File: config.mk
export PLATFORM = sky130hd
export DESIGN_NAME = hostport_bridge
export DESIGN_NICKNAME = d
export VERILOG_FILES = /design/src/rtl/hpb_pkg.sv /design/src/rtl/hpb_decode.sv /design/src/rtl/hpb_cmd_unit.sv /design/src/rtl/hpb_h2c_path.sv /design/src/rtl/hpb_c2h_path.sv /design/src/rtl/hostport_bridge.sv
export SDC_FILE = /design/constraint.sdc
export NUM_CORES = 1
export LEC_CHECK = 0
export ABC_AREA = 0
export BUFFER_PORTS_ARGS = -buffer_cell sky130_fd_sc_hd__buf_2
export CAP_MARGIN = 20
export CELL_PAD_IN_SITES_DETAIL_PLACEMENT = 0
export CELL_PAD_IN_SITES_GLOBAL_PLACEMENT = 1
export CORE_UTILIZATION = 42
export DETAILED_ROUTE_END_ITERATION = 12
export PLACE_DENSITY_LB_ADDON = 0.1
export SLEW_MARGIN = 30
export SYNTH_ARGS = -nofsm -noshare
export SYNTH_HDL_FRONTEND = slang
export SYNTH_SLANG_ARGS = --single-unit
File: constraint.sdc
create_clock -name clk -period 3 [get_ports clk]
set_input_delay 0.3 -clock clk [delete_from_list [all_inputs] [get_ports clk]]
set_output_delay 0.3 -clock clk [all_outputs]
set_load 0.02 [all_outputs]
File: src/rtl/hpb_pkg.sv
package hpb_pkg;

    // Number of byte lanes in a transfer word; the register map fixes it at three.
    localparam int DATA_BYTES = 3;
    localparam int WORD_W     = 8 * DATA_BYTES;
    localparam int OFS_W      = 3;

    // Bit positions that carry behaviour.
    localparam int CTRL_FLUSH_BIT = 7;
    localparam int CVR_REQ_BIT    = 7;

    typedef enum logic [OFS_W-1:0] {
        RS_CTRL = 3'd0,
        RS_CVR  = 3'd1,
        RS_STAT = 3'd2,
        RS_IVR  = 3'd3,
        RS_NONE = 3'd4,
        RS_DHI  = 3'd5,
        RS_DMID = 3'd6,
        RS_DLO  = 3'd7
    } reg_sel_e;

    typedef struct packed {
        logic                  ctrl;
        logic                  cvr;
        logic                  ivr;
        logic [DATA_BYTES-1:0] lane;   // lane 0 = low byte (commits)
    } wr_strobe_t;

    typedef struct packed {
        logic cmd_busy;
        logic tx_empty;
        logic rx_full;
    } status_t;

    function automatic logic [7:0] status_byte(input status_t s);
        return {5'b0, s};
    endfunction

    function automatic logic [7:0] lane_of(input logic [WORD_W-1:0] w, input int unsigned k);
        return w[8*k +: 8];
    endfunction

    // Offset of the register that holds byte lane k.
    function automatic logic [OFS_W-1:0] lane_offset(input int unsigned k);
        return OFS_W'(int'(RS_DLO) - int'(k));
    endfunction

endpackage

File: src/rtl/hpb_decode.sv
module hpb_decode
    import hpb_pkg::*;
(
    input  logic [OFS_W-1:0] addr,
    input  logic             wr,
    input  logic             rd,
    output wr_strobe_t       wstb,
    output logic             rd_lo
);

    always_comb begin
        wstb.ctrl = wr && (addr == RS_CTRL);
        wstb.cvr  = wr && (addr == RS_CVR);
        wstb.ivr  = wr && (addr == RS_IVR);
    end

    for (genvar g = 0; g < DATA_BYTES; g++) begin : g_lane
        assign wstb.lane[g] = wr && (addr == lane_offset(g));
    end

    assign rd_lo = rd && (addr == RS_DLO);

endmodule

File: src/rtl/hpb_cmd_unit.sv
module hpb_cmd_unit #(
    parameter int               VEC_W     = 7,
    parameter logic [VEC_W-1:0] VEC_RESET = 'h12
) (
    input  logic             clk,
    input  logic             rst,
    input  logic             wr_cvr,
    input  logic [7:0]       wdata,
    input  logic             ack,
    output logic             pend,
    output logic [VEC_W-1:0] vec,
    output logic [VEC_W:0]   exc_addr
);

    logic             pend_q;
    logic [VEC_W-1:0] vec_q;

    always_ff @(posedge clk) begin
        if (rst) begin
            pend_q <= 1'b0;
            vec_q  <= VEC_RESET;
        end else if (pend_q) begin
            // Register frozen while a request is outstanding.
            if (ack) pend_q <= 1'b0;
        end else if (wr_cvr) begin
            vec_q  <= wdata[VEC_W-1:0];
            pend_q <= wdata[hpb_pkg::CVR_REQ_BIT];
        end
    end

    assign pend     = pend_q;
    assign vec      = vec_q;
    assign exc_addr = {vec_q, 1'b0};

endmodule

File: src/rtl/hpb_h2c_path.sv
module hpb_h2c_path
    import hpb_pkg::*;
(
    input  logic                  clk,
    input  logic                  rst,
    input  logic                  flush,
    input  logic [DATA_BYTES-1:0] wr_lane,
    input  logic [7:0]            wdata,
    input  logic                  take,
    output logic [WORD_W-1:0]     word,
    output logic                  valid
);

    logic [DATA_BYTES-1:0][7:0] stage_q;
    logic [WORD_W-1:0]          word_q;
    logic [WORD_W-1:0]          assembled;
    logic                       valid_q;
    logic                       commit;

    // Lane 0 is never staged: its write is the commit itself.
    assign stage_q[0] = 8'h00;

    for (genvar g = 1; g < DATA_BYTES; g++) begin : g_stage
        always_ff @(posedge clk) begin
            if (rst || flush)     stage_q[g] <= 8'h00;
            else if (wr_lane[g])  stage_q[g] <= wdata;
        end
    end

    always_comb begin
        assembled = stage_q;
        assembled[7:0] = wdata;
    end

    assign commit = wr_lane[0] && !valid_q;

    always_ff @(posedge clk) begin
        if (rst || flush) begin
            word_q  <= '0;
            valid_q <= 1'b0;
        end else if (commit) begin
            word_q  <= assembled;
            valid_q <= 1'b1;
        end else if (take) begin
            valid_q <= 1'b0;
        end
    end

    assign word  = word_q;
    assign valid = valid_q;

endmodule

File: src/rtl/hpb_c2h_path.sv
module hpb_c2h_path
    import hpb_pkg::*;
(
    input  logic              clk,
    input  logic              rst,
    input  logic              flush,
    input  logic              load,
    input  logic [WORD_W-1:0] word_in,
    input  logic              rd_lo,
    output logic [WORD_W-1:0] word,
    output logic              full
);

    logic [WORD_W-1:0] word_q;
    logic              full_q;

    always_ff @(posedge clk) begin
        if (rst || flush) begin
            word_q <= '0;
            full_q <= 1'b0;
        end else if (load && !full_q) begin
            word_q <= word_in;
            full_q <= 1'b1;
        end else if (rd_lo) begin
            full_q <= 1'b0;
        end
    end

    assign word = word_q;
    assign full = full_q;

endmodule

File: src/rtl/hostport_bridge.sv
module hostport_bridge
    import hpb_pkg::*;
#(
    parameter int               VEC_W     = 7,
    parameter logic [VEC_W-1:0] VEC_RESET = 'h12,
    parameter logic [7:0]       IVR_RESET = 8'h0F
) (
    input  logic              clk,
    input  logic              rst,
    input  logic [2:0]        host_addr,
    input  logic              host_wr,
    input  logic              host_rd,
    input  logic [7:0]        host_wdata,
    output logic [7:0]        host_rdata,
    output logic [23:0]       core_rx_word,
    output logic              core_rx_valid,
    input  logic              core_rx_take,
    input  logic [23:0]       core_tx_word,
    input  logic              core_tx_load,
    output logic              core_tx_ready,
    output logic              cmd_req,
    output logic [VEC_W:0]    cmd_vector_addr,
    input  logic              cmd_ack
);

    wr_strobe_t        wstb;
    logic              rd_lo;
    logic              init_q;
    logic [7:0]        ivr_q;
    logic              cmd_pend;
    logic [VEC_W-1:0]  cmd_vec;
    logic [WORD_W-1:0] c2h_word;
    logic              c2h_full;
    logic              h2c_valid;
    status_t           stat;
    logic [7:0]        cvr_rd;

    hpb_decode u_decode (
        .addr  (host_addr),
        .wr    (host_wr),
        .rd    (host_rd),
        .wstb  (wstb),
        .rd_lo (rd_lo)
    );

    hpb_cmd_unit #(.VEC_W(VEC_W), .VEC_RESET(VEC_RESET)) u_cmd (
        .clk      (clk),
        .rst      (rst),
        .wr_cvr   (wstb.cvr),
        .wdata    (host_wdata),
        .ack      (cmd_ack),
        .pend     (cmd_pend),
        .vec      (cmd_vec),
        .exc_addr (cmd_vector_addr)
    );

    hpb_h2c_path u_h2c (
        .clk     (clk),
        .rst     (rst),
        .flush   (init_q),
        .wr_lane (wstb.lane),
        .wdata   (host_wdata),
        .take    (core_rx_take),
        .word    (core_rx_word),
        .valid   (h2c_valid)
    );

    hpb_c2h_path u_c2h (
        .clk     (clk),
        .rst     (rst),
        .flush   (init_q),
        .load    (core_tx_load),
        .word_in (core_tx_word),
        .rd_lo   (rd_lo),
        .word    (c2h_word),
        .full    (c2h_full)
    );

    // Flush request: visible for one cycle, acted on at the following edge.
    always_ff @(posedge clk) begin
        if (rst)            init_q <= 1'b0;
        else if (init_q)    init_q <= 1'b0;
        else if (wstb.ctrl) init_q <= host_wdata[CTRL_FLUSH_BIT];
    end

    always_ff @(posedge clk) begin
        if (rst)           ivr_q <= IVR_RESET;
        else if (wstb.ivr) ivr_q <= host_wdata;
    end

    always_comb begin
        stat.cmd_busy = cmd_pend;
        stat.tx_empty = !h2c_valid;
        stat.rx_full  = c2h_full;
    end

    always_comb begin
        cvr_rd = '0;
        cvr_rd[VEC_W-1:0]   = cmd_vec;
        cvr_rd[CVR_REQ_BIT] = cmd_pend;
    end

    always_comb begin
        case (reg_sel_e'(host_addr))
            RS_CTRL: host_rdata = {init_q, 7'b0};
            RS_CVR:  host_rdata = cvr_rd;
            RS_STAT: host_rdata = status_byte(stat);
            RS_IVR:  host_rdata = ivr_q;
            RS_DHI:  host_rdata = lane_of(c2h_word, 2);
            RS_DMID: host_rdata = lane_of(c2h_word, 1);
            RS_DLO:  host_rdata = lane_of(c2h_word, 0);
            default: host_rdata = 8'h00;
        endcase
    end

    assign core_rx_valid = h2c_valid;
    assign core_tx_ready = !c2h_full;
    assign cmd_req       = cmd_pend;

endmodule

==> impl.org, run 1 <==
** GRT
- Initial antenna violation count :: 0
- Vias in the first global route :: 2773
- Summed over all layers, the global routing overflow is 0.
- Entering global routing, the biggest net connects 38 pins.
- The first global-routing pass estimated roughly 14000 um of wire.
- Combined global-route utilization of all metal layers :: 0.211

** Final layout
- Most common cell after layout, fill and taps aside :: sky130_fd_sc_hd__nand2_1
- Counting the fill cells in the layout gives 870.
- In the final layout, the share of cells above drive strength 1 is 0.226.
- Number of inserted diodes :: 0
- Net count, final :: 532
- Most used cells in the layout excluding fill and tap cells :: 111 x sky130_fd_sc_hd__nand2_1, 83 x sky130_fd_sc_hd__dfxtp_1, 83 x sky130_fd_sc_hd__buf_2
- The finished layout holds 600 standard cells, fillers aside.
- Synth-to-layout area growth :: 14.9%

** STA
- Summed over all failing endpoints, the final setup total negative slack is 0 ps.
- Final clock skew :: 14.1 ps
- Setup repair after global routing missed its margin :: false
- Post-layout minimum cycle time :: 1990 ps
- Hold Slack :: 161 ps
- Final count of negative-setup-slack endpoints :: 0
- Slew at the pin with the worst max-slew slack :: approximately 900 ps
- Of the available clock period, the critical path in the final layout requires 0.663.
- Based on the critical path, the design can be clocked at up to 0.503 GHz.
- Count of final hold-check violations :: 0
- The max-slew violation total from the final report is 0.
- Headroom to the max-slew limit came out at 0.388.

** Drt
- Final Routed Wirelength :: 8990 um
- The detail route stage leaves a number of antenna-violating nets equal to 0.
- Number of vias in the routed layout :: 3128
- DR iter-0 viols :: about 130
- Dividing the detail-routed via count by the number of cells gives 5.21.
- Number of detailed-route iterations in the first pass :: 5
- Final routed wire length divided by cell count :: 15.0 um
- In the routed design, unresolved DRC markers number 0.

** Worst setup path
- The most numerous cell type found on the critical path is sky130_fd_sc_hd__buf_2.
- STA classifies the critical path startpoint as a primary input.
- Traced cell by cell, the critical path runs through buf_2 > mux2_2 > a221oi_1 > a21oi_1 > buf_2.
- The number of buffers and inverters on the critical path is 2.
- Critical path's top delay family :: buffers and inverters
- The setup path with the least slack is of type in2out.
- Max FO, Critical Path :: 29
- Longest individual stage delay on the worst path :: 480 ps
- Tracing the worst setup path back leads to its startpoint at host_addr[0].
- STA classifies the critical path endpoint as an output port.
- Arrival time at the worst endpoint :: 1690 ps
- Cell type of the slowest stage on the worst timing path :: sky130_fd_sc_hd__buf_2
- Critical Path RT :: between 2000 and 3000 ps
- Reg-to-Reg Start :: u_h2c.valid

** Synthesis
- In the synthesized netlist the dominant register cell turns out to be sky130_fd_sc_hd__dfxtp_1.
- Number of synthesized register bits :: 83
- After synthesis, the netlist uses 40 different library cells.
- Of all flip-flops after synthesis, the portion carrying an async set or reset was 0.
- Synth Warn # :: 0
- Sequential-to-total area share from yosys stat :: 0.461
- A synthesized cell averages 8.32 sq um.
- Gate Count Post-Synth :: 433
- After synthesis the cells add up to 3600 sq um.
- Synth top area share :: 0.461
- Sorting the synthesized cells by area gives the leading types as sky130_fd_sc_hd__dfxtp_1 46%, sky130_fd_sc_hd__nand2_1 12%, sky130_fd_sc_hd__a21oi_1 10%.
- EDFF count, synth :: 0
- Summed over all instances, the cell type with the most area after synthesis is sky130_fd_sc_hd__dfxtp_1.
- Syn Nets :: about 480

** Clocking
- Maximum root-to-sink buffer count :: 2
- CTS tree :: built
- Clock-pin slew reported for the worst setup and hold paths after clock tree synthesis :: ~90 ps
- Skew-Pair Late Insertion Delay :: 370 ps
- CTS saw 83 sinks.
- Gates resized during post-CTS repair numbered 0.
- Post-CTS setup-driven buffer insertion count :: 0
- TritonCTS buffer count :: 9
- Maximum level of the CTS H-tree :: 3
- CTS placed an instance of sky130_fd_sc_hd__clkbuf_8 at the clock tree root.
- After clock tree synthesis, the flow added hold-fix buffers numbering 0.

** Placed design
- After detailed placement, the design holds a cell count of approximately 580.
- Final weighted congestion of routability-driven global placement :: between 0.7 and 0.8
- Detailed placement finished with a half-perimeter wire length of between 6000 and 7000 um.
- In this run the tool buffered the top-level ports with 83 buffer cells.

** Floorplan
- In this run the count of I/O pins placed on the die edge is 85.
- The die is between 90 and 100 um tall.
- The floorplan step defined a core boundary enclosing slightly above 8000 sq um.
- The initial utilization of the core area, before any placement, comes to 0.436.
- The die covers 8950 sq um.
- In this run the core area contains 33 standard-cell rows.
- Die X :: between 90 and 100 um

** Power and ir drop
- Switching component of the power :: 0.000613 W
- Of the total power, the share spent switching nets is 0.286.
- Flop pwr share :: 0.539
- Share of total power in combinational logic :: 0.110
- The internal portion of the total power is about 0.0015 W.
- Summed over all cells, the static leakage comes to 1.64 nW.
- Clock power share :: 0.350
- For this design the ratio of total power to cell area is just over 500 nW/um^2.
- Max rail drop VDD :: 206 uV

** Job
- Number of maximum-capacitance constraint violations :: 0

** Hold path
- Launch instance of the worst min-delay path :: core_tx_word[13]
- The path class of the tightest hold or removal check is in2reg.

** Status
- The flow ran to the end, and the final reports show no timing, DRC or antenna violations.
worst min-delay path, delay by kind of cell:
family | cells | cell delay, ps
and+or+nand+nor | 1 | 40
buffers and inverters | 1 | 90
AOI/OAI and AO/OA | 1 | 50
final timing paths:
| kind | slack (ps) | depth (start not counted) | end |
|---|---|---|---|
| min reg2reg | 460 | 2 | u_c2h.word[0] |
| min | 160 | 3 | u_c2h.word[13] |
| max | 1010 | 5 | host_rdata[0] |
| max reg2reg | 1420 | 3 | u_h2c.valid |
routing by layer:
layer | part of all wire | routed length (um) | track usage | up-vias
met1 | 0.48 | 4330 | 0.291 | 1427
met4 | 0.015 | 136 | 0.0758 | 0
li1 | - | - | - | 1591
met5 | 0 | 0 | 0 | -
met2 | 0.45 | 4070 | 0.325 | 99
met3 | 0.051 | 461 | 0.0419 | 11
layout make-up:
cell class | count | area [sq um] | share of cell area
Clock buffer | 10 | 128 | 0.0308
Clock inverter | 6 | 50.0 | 0.0121
Inverter | 2 | 7.51 | 0.00181
Multi-Input combinational cell | 308 | 1710 | 0.413
Sequential cell | 83 | 1660 | 0.401
Tap cell | 105 | 131 | 0.0317
Timing Repair Buffer | 86 | 450 | 0.109
sequential cells by signal (all words and copies together), names as in the netlist:
register,flops
init_q,1
ivr_q,8
u_c2h.full,1
u_c2h.word,24
u_cmd.pend,1
u_cmd.vec,7
u_h2c.assembled,16
u_h2c.valid,1
u_h2c.word,24
power groups by stage:
stage               Combinational (W)  Sequential (W)  Clock [W]
finish                       0.000236         0.00116   0.000751
global route                 0.000260         0.00116   0.000823
CTS                          0.000238         0.00116   0.000762
detailed placement           0.000238         0.00118          0
global placement             0.000236         0.00118          0
floorplan                    0.000160         0.00118          0
through the flow:
| step | power [W] | utilization | worst slack, ps | area (sq um) |
|---|---|---|---|---|
| after floorplan | 0.00134 | - | 1230 | 3600 |
| after global placement | 0.00142 | 0.480 | 936 | 3960 |
| after detailed placement | 0.00142 | 0.480 | 925 | 3960 |
| after CTS | 0.00216 | 0.501 | 1010 | 4140 |
| after global routing | 0.00224 | 0.501 | 896 | 4140 |
| final | 0.00214 | 0.501 | 1010 | 4140 |
synth_stat cells (3+ instances only):
cell / instances
sky130_fd_sc_hd__nand2_1: 111
sky130_fd_sc_hd__nand3_1: 4
sky130_fd_sc_hd__nor2_1: 8
sky130_fd_sc_hd__nand2b_1: 4
sky130_fd_sc_hd__clkbuf_1: 15
sky130_fd_sc_hd__o21ai_0: 22
sky130_fd_sc_hd__o21ai_1: 4
sky130_fd_sc_hd__buf_2: 14
sky130_fd_sc_hd__buf_6: 5
sky130_fd_sc_hd__dfxtp_1: 83
sky130_fd_sc_hd__a21oi_1: 72
sky130_fd_sc_hd__and4b_1: 3
sky130_fd_sc_hd__mux2i_1: 19
sky130_fd_sc_hd__nand3b_1: 25
sky130_fd_sc_hd__nor2b_1: 3
sky130_fd_sc_hd__mux2_2: 5
sky130_fd_sc_hd__buf_4: 4
kinds of logic after synthesis:
kind of cell,count (synthesis),share of synthesized area
other cells,1,0.00104
simple gates,171,0.239
compound gates,112,0.167
buf+inv,42,0.0639
mux,24,0.0684
flops,83,0.461
Power figures use the tool's default switching activity.
==> inputs of run 2 (changes only) <==
- CORE_UTILIZATION: 42 -> 39
- clock period: 3 -> 1.9 ns (I/O delays scaled with it)
==> impl.org, run 2 (synthesis gave the netlist of run 1 again) <==
** STA
- Number of slew-limit violations in the final report :: 0
- Between clock sinks in the finished design, the worst skew comes to approximately 14 ps.
- Highest clock rate :: about 0.6 GHz
- Final setup TNS :: 0 ps
- Slew at the pin with the worst max-slew slack :: roughly 520 ps
- Worst max-slew margin expressed relative to the limit :: 0.655
- Post-layout minimum cycle time :: 1710 ps
- Count of final hold-check violations :: 0
- Setup repair after global routing missed its margin :: false
- Final count of negative-setup-slack endpoints :: 0
- Final critical-path share of the clock period :: 0.899

** Worst setup path
- STA classifies the critical path startpoint as a flop.
- Flop-to-flop setup slack :: 630 ps
- By startpoint and endpoint, the worst setup path is classified as reg2out.
- Worst R2R End :: u_h2c.word[14]
- The number of cells on the worst reg-to-reg path is 3.
- The startpoint identified for the worst register-to-register timing path is init_q.
- Data arrives at the worst endpoint at 1520 ps.
- At the worst endpoint, the required time is 1710 ps.
- The worst setup path is captured at an output port.
- In this run the worst path has a maximum fanout of 5.

** Final layout
- The finished layout holds 611 standard cells, fillers aside.
- Most common cell after layout, fill and taps aside :: sky130_fd_sc_hd__nand2_1
- Synth-to-layout area growth :: 16.7%
- Of the cells placed in the final design, the portion with a size suffix greater than 1 is 0.239.
- The filler cells instantiated in the layout total 929.
- In the final layout, flip-flops and latches occupy 1660 sq um.
- Most used cells in the layout excluding fill and tap cells :: 111 x sky130_fd_sc_hd__nand2_1, 83 x sky130_fd_sc_hd__dfxtp_1, 83 x sky130_fd_sc_hd__buf_2
- The final layout contains 540 nets.
- The repair_antennas step left the layout with diodes totalling 0.
- In the final layout, the multi-input gates occupy 1710 sq um.

** Floorplan
- The total area inside the core boundary comes to 8850 sq um.
- After floorplanning, the core was divided into 34 placement rows.
- The die covers 9620 sq um.
- For this configuration, the core starts out at a cell density of 0.407.
- 85 I/O pins were placed.
- The die is a little under 100 um wide.
- Y dimension of the die :: about 98 um

** Clocking
- The clock passes through at most 2 buffers.
- After clock tree synthesis, the repair step resized 0 gates.
- The clock drives 83 sinks.
- The clock reaches the later pin of the worst-skew pair after 350 ps.
- TritonCTS built the clock tree.
- In this run the number of H-tree levels came out at 3.
- TritonCTS created 9 clock buffers.
- After clock tree synthesis, the clock-pin slew on the worst setup and hold paths is ~90 ps.
- Post-CTS setup-driven buffer insertion count :: 0
- The root buffer cell chosen for the clock tree is sky130_fd_sc_hd__clkbuf_8.
- In this run, post-CTS hold repair placed 0 buffers.

** Power and ir drop
- The completed layout was analyzed and its total power is 0.00338 W.
- Summed over all cells, the static leakage comes to between 1.5 and 2 nW.
- Dividing total power by cell area gives a power density of 804 nW/um^2.
- The worst-case IR drop observed on VDD is 305 uV.

** Drt
- The final route contains 3131 vias.
- The routed design has 9250 um of wire.
- After detailed routing, the average wire length per cell comes to 15.1 um.
- Via count normalized by instance count :: 5.12
- The first detailed-routing pass ran for 9 iterations.
- DRC violations left :: 5
- DR iter-0 viols :: 91
- The count of nets left with antenna violations once routing finished came out at 0.

** GRT
- The via count of the first global-routing pass was between 2000 and 3000.
- Maximum number of pins on one net before global-route repair :: between 50 and 60
- Combined global-route utilization of all metal layers :: 0.200
- The initial antenna violation count is 0.
- Global-route wire length before repair :: 15000 um
- Global routing finished with a remaining overflow of 0.

** Hold path
- Path class of the lowest-slack min-delay path :: in2reg
- Number of cells on the worst hold path :: 3
- For hold timing, the worst endpoint is u_c2h.word[0].
- The worst hold path begins at core_tx_word[0].

** Placed design
- Total of buffers placed on input and output ports :: 83
- HPWL after DPL :: approximately 6300 um
- Counting tap cells, the placed design contains a total of 595 instances.
- The congestion estimate from routability-driven global placement came to roughly 0.76.

** Status
- Status :: finished with violations
- Failing checks :: DRC

** Job
- Number of maximum-capacitance constraint violations :: 0
run 2: cell count changes in the layout (fill, tap and decap cells not counted):
cell,before,now
sky130_fd_sc_hd__buf_4,2,10
sky130_fd_sc_hd__clkinvlp_4,4,0
sky130_fd_sc_hd__clkinv_2,0,2
sky130_fd_sc_hd__clkinv_4,0,2
sky130_fd_sc_hd__clkbuf_8,9,10
sky130_fd_sc_hd__inv_8,1,0
run 2: metal layers:
layer / routed length (um) / part of all wire / vias to the layer above / global-route usage
met2: 4350 / 0.47 / 77 / 0.326
met1: 4380 / 0.47 / 1436 / 0.268
met5: 0 / 0 / - / 0
li1: - / - / 1609 / -
met4: 100 / 0.011 / 0 / 0.0629
met3: 428 / 0.046 / 9 / 0.0372
run 2: metrics by stage:
step | worst slack [ps] | hold slack (ps) | util | cell area (sq um)
2_1_floorplan | 346 | 308 | - | 3600
3_3_place_gp | 305 | 430 | 0.455 | 4030
3_5_place_dp | 280 | 436 | 0.455 | 4030
4_1_cts | 180 | 56.3 | 0.475 | 4200
5_1_grt | 86.9 | 60.2 | 0.475 | 4200
6_report | 192 | 69.9 | 0.475 | 4200
run 2: worst max-delay path, cell delays in order, from the launching register on:
cell                       delay (ps)
sky130_fd_sc_hd__dfxtp_1          470
sky130_fd_sc_hd__nor2b_1          210
sky130_fd_sc_hd__a211oi_1          60
sky130_fd_sc_hd__a311oi_1         220
sky130_fd_sc_hd__buf_2            210
run 2: area by class of cell:
class                   count  share of cell area
clock buffers              11              0.0336
multi-input cells         308               0.407
clock inverters             5             0.00863
inverters                   2             0.00179
flip-flops and latches     83               0.395
repair buffers             94               0.121
well taps                 108              0.0322
run 2: how the worst max path moves through the flow:
stage	cells after the start	to	startpoint
final	4	host_rdata[7]	u_cmd.pend
after floorplan	5	host_rdata[7]	host_addr[2]
after global placement	6	host_rdata[4]	host_addr[0]
after CTS	4	host_rdata[7]	u_cmd.pend
after global routing	4	host_rdata[7]	u_cmd.pend
after detailed placement	5	host_rdata[1]	host_addr[2]
run 2: where the power goes:
group | leakage [nW] | switching (W) | internal [W]
combinational | 0.927 | 0.000242 | 0.000145
clock | 0.0937 | 0.000653 | 0.000517
sequential | 0.674 | 0.0000306 | 0.00179
total | 1.69 | 0.000926 | 0.00245
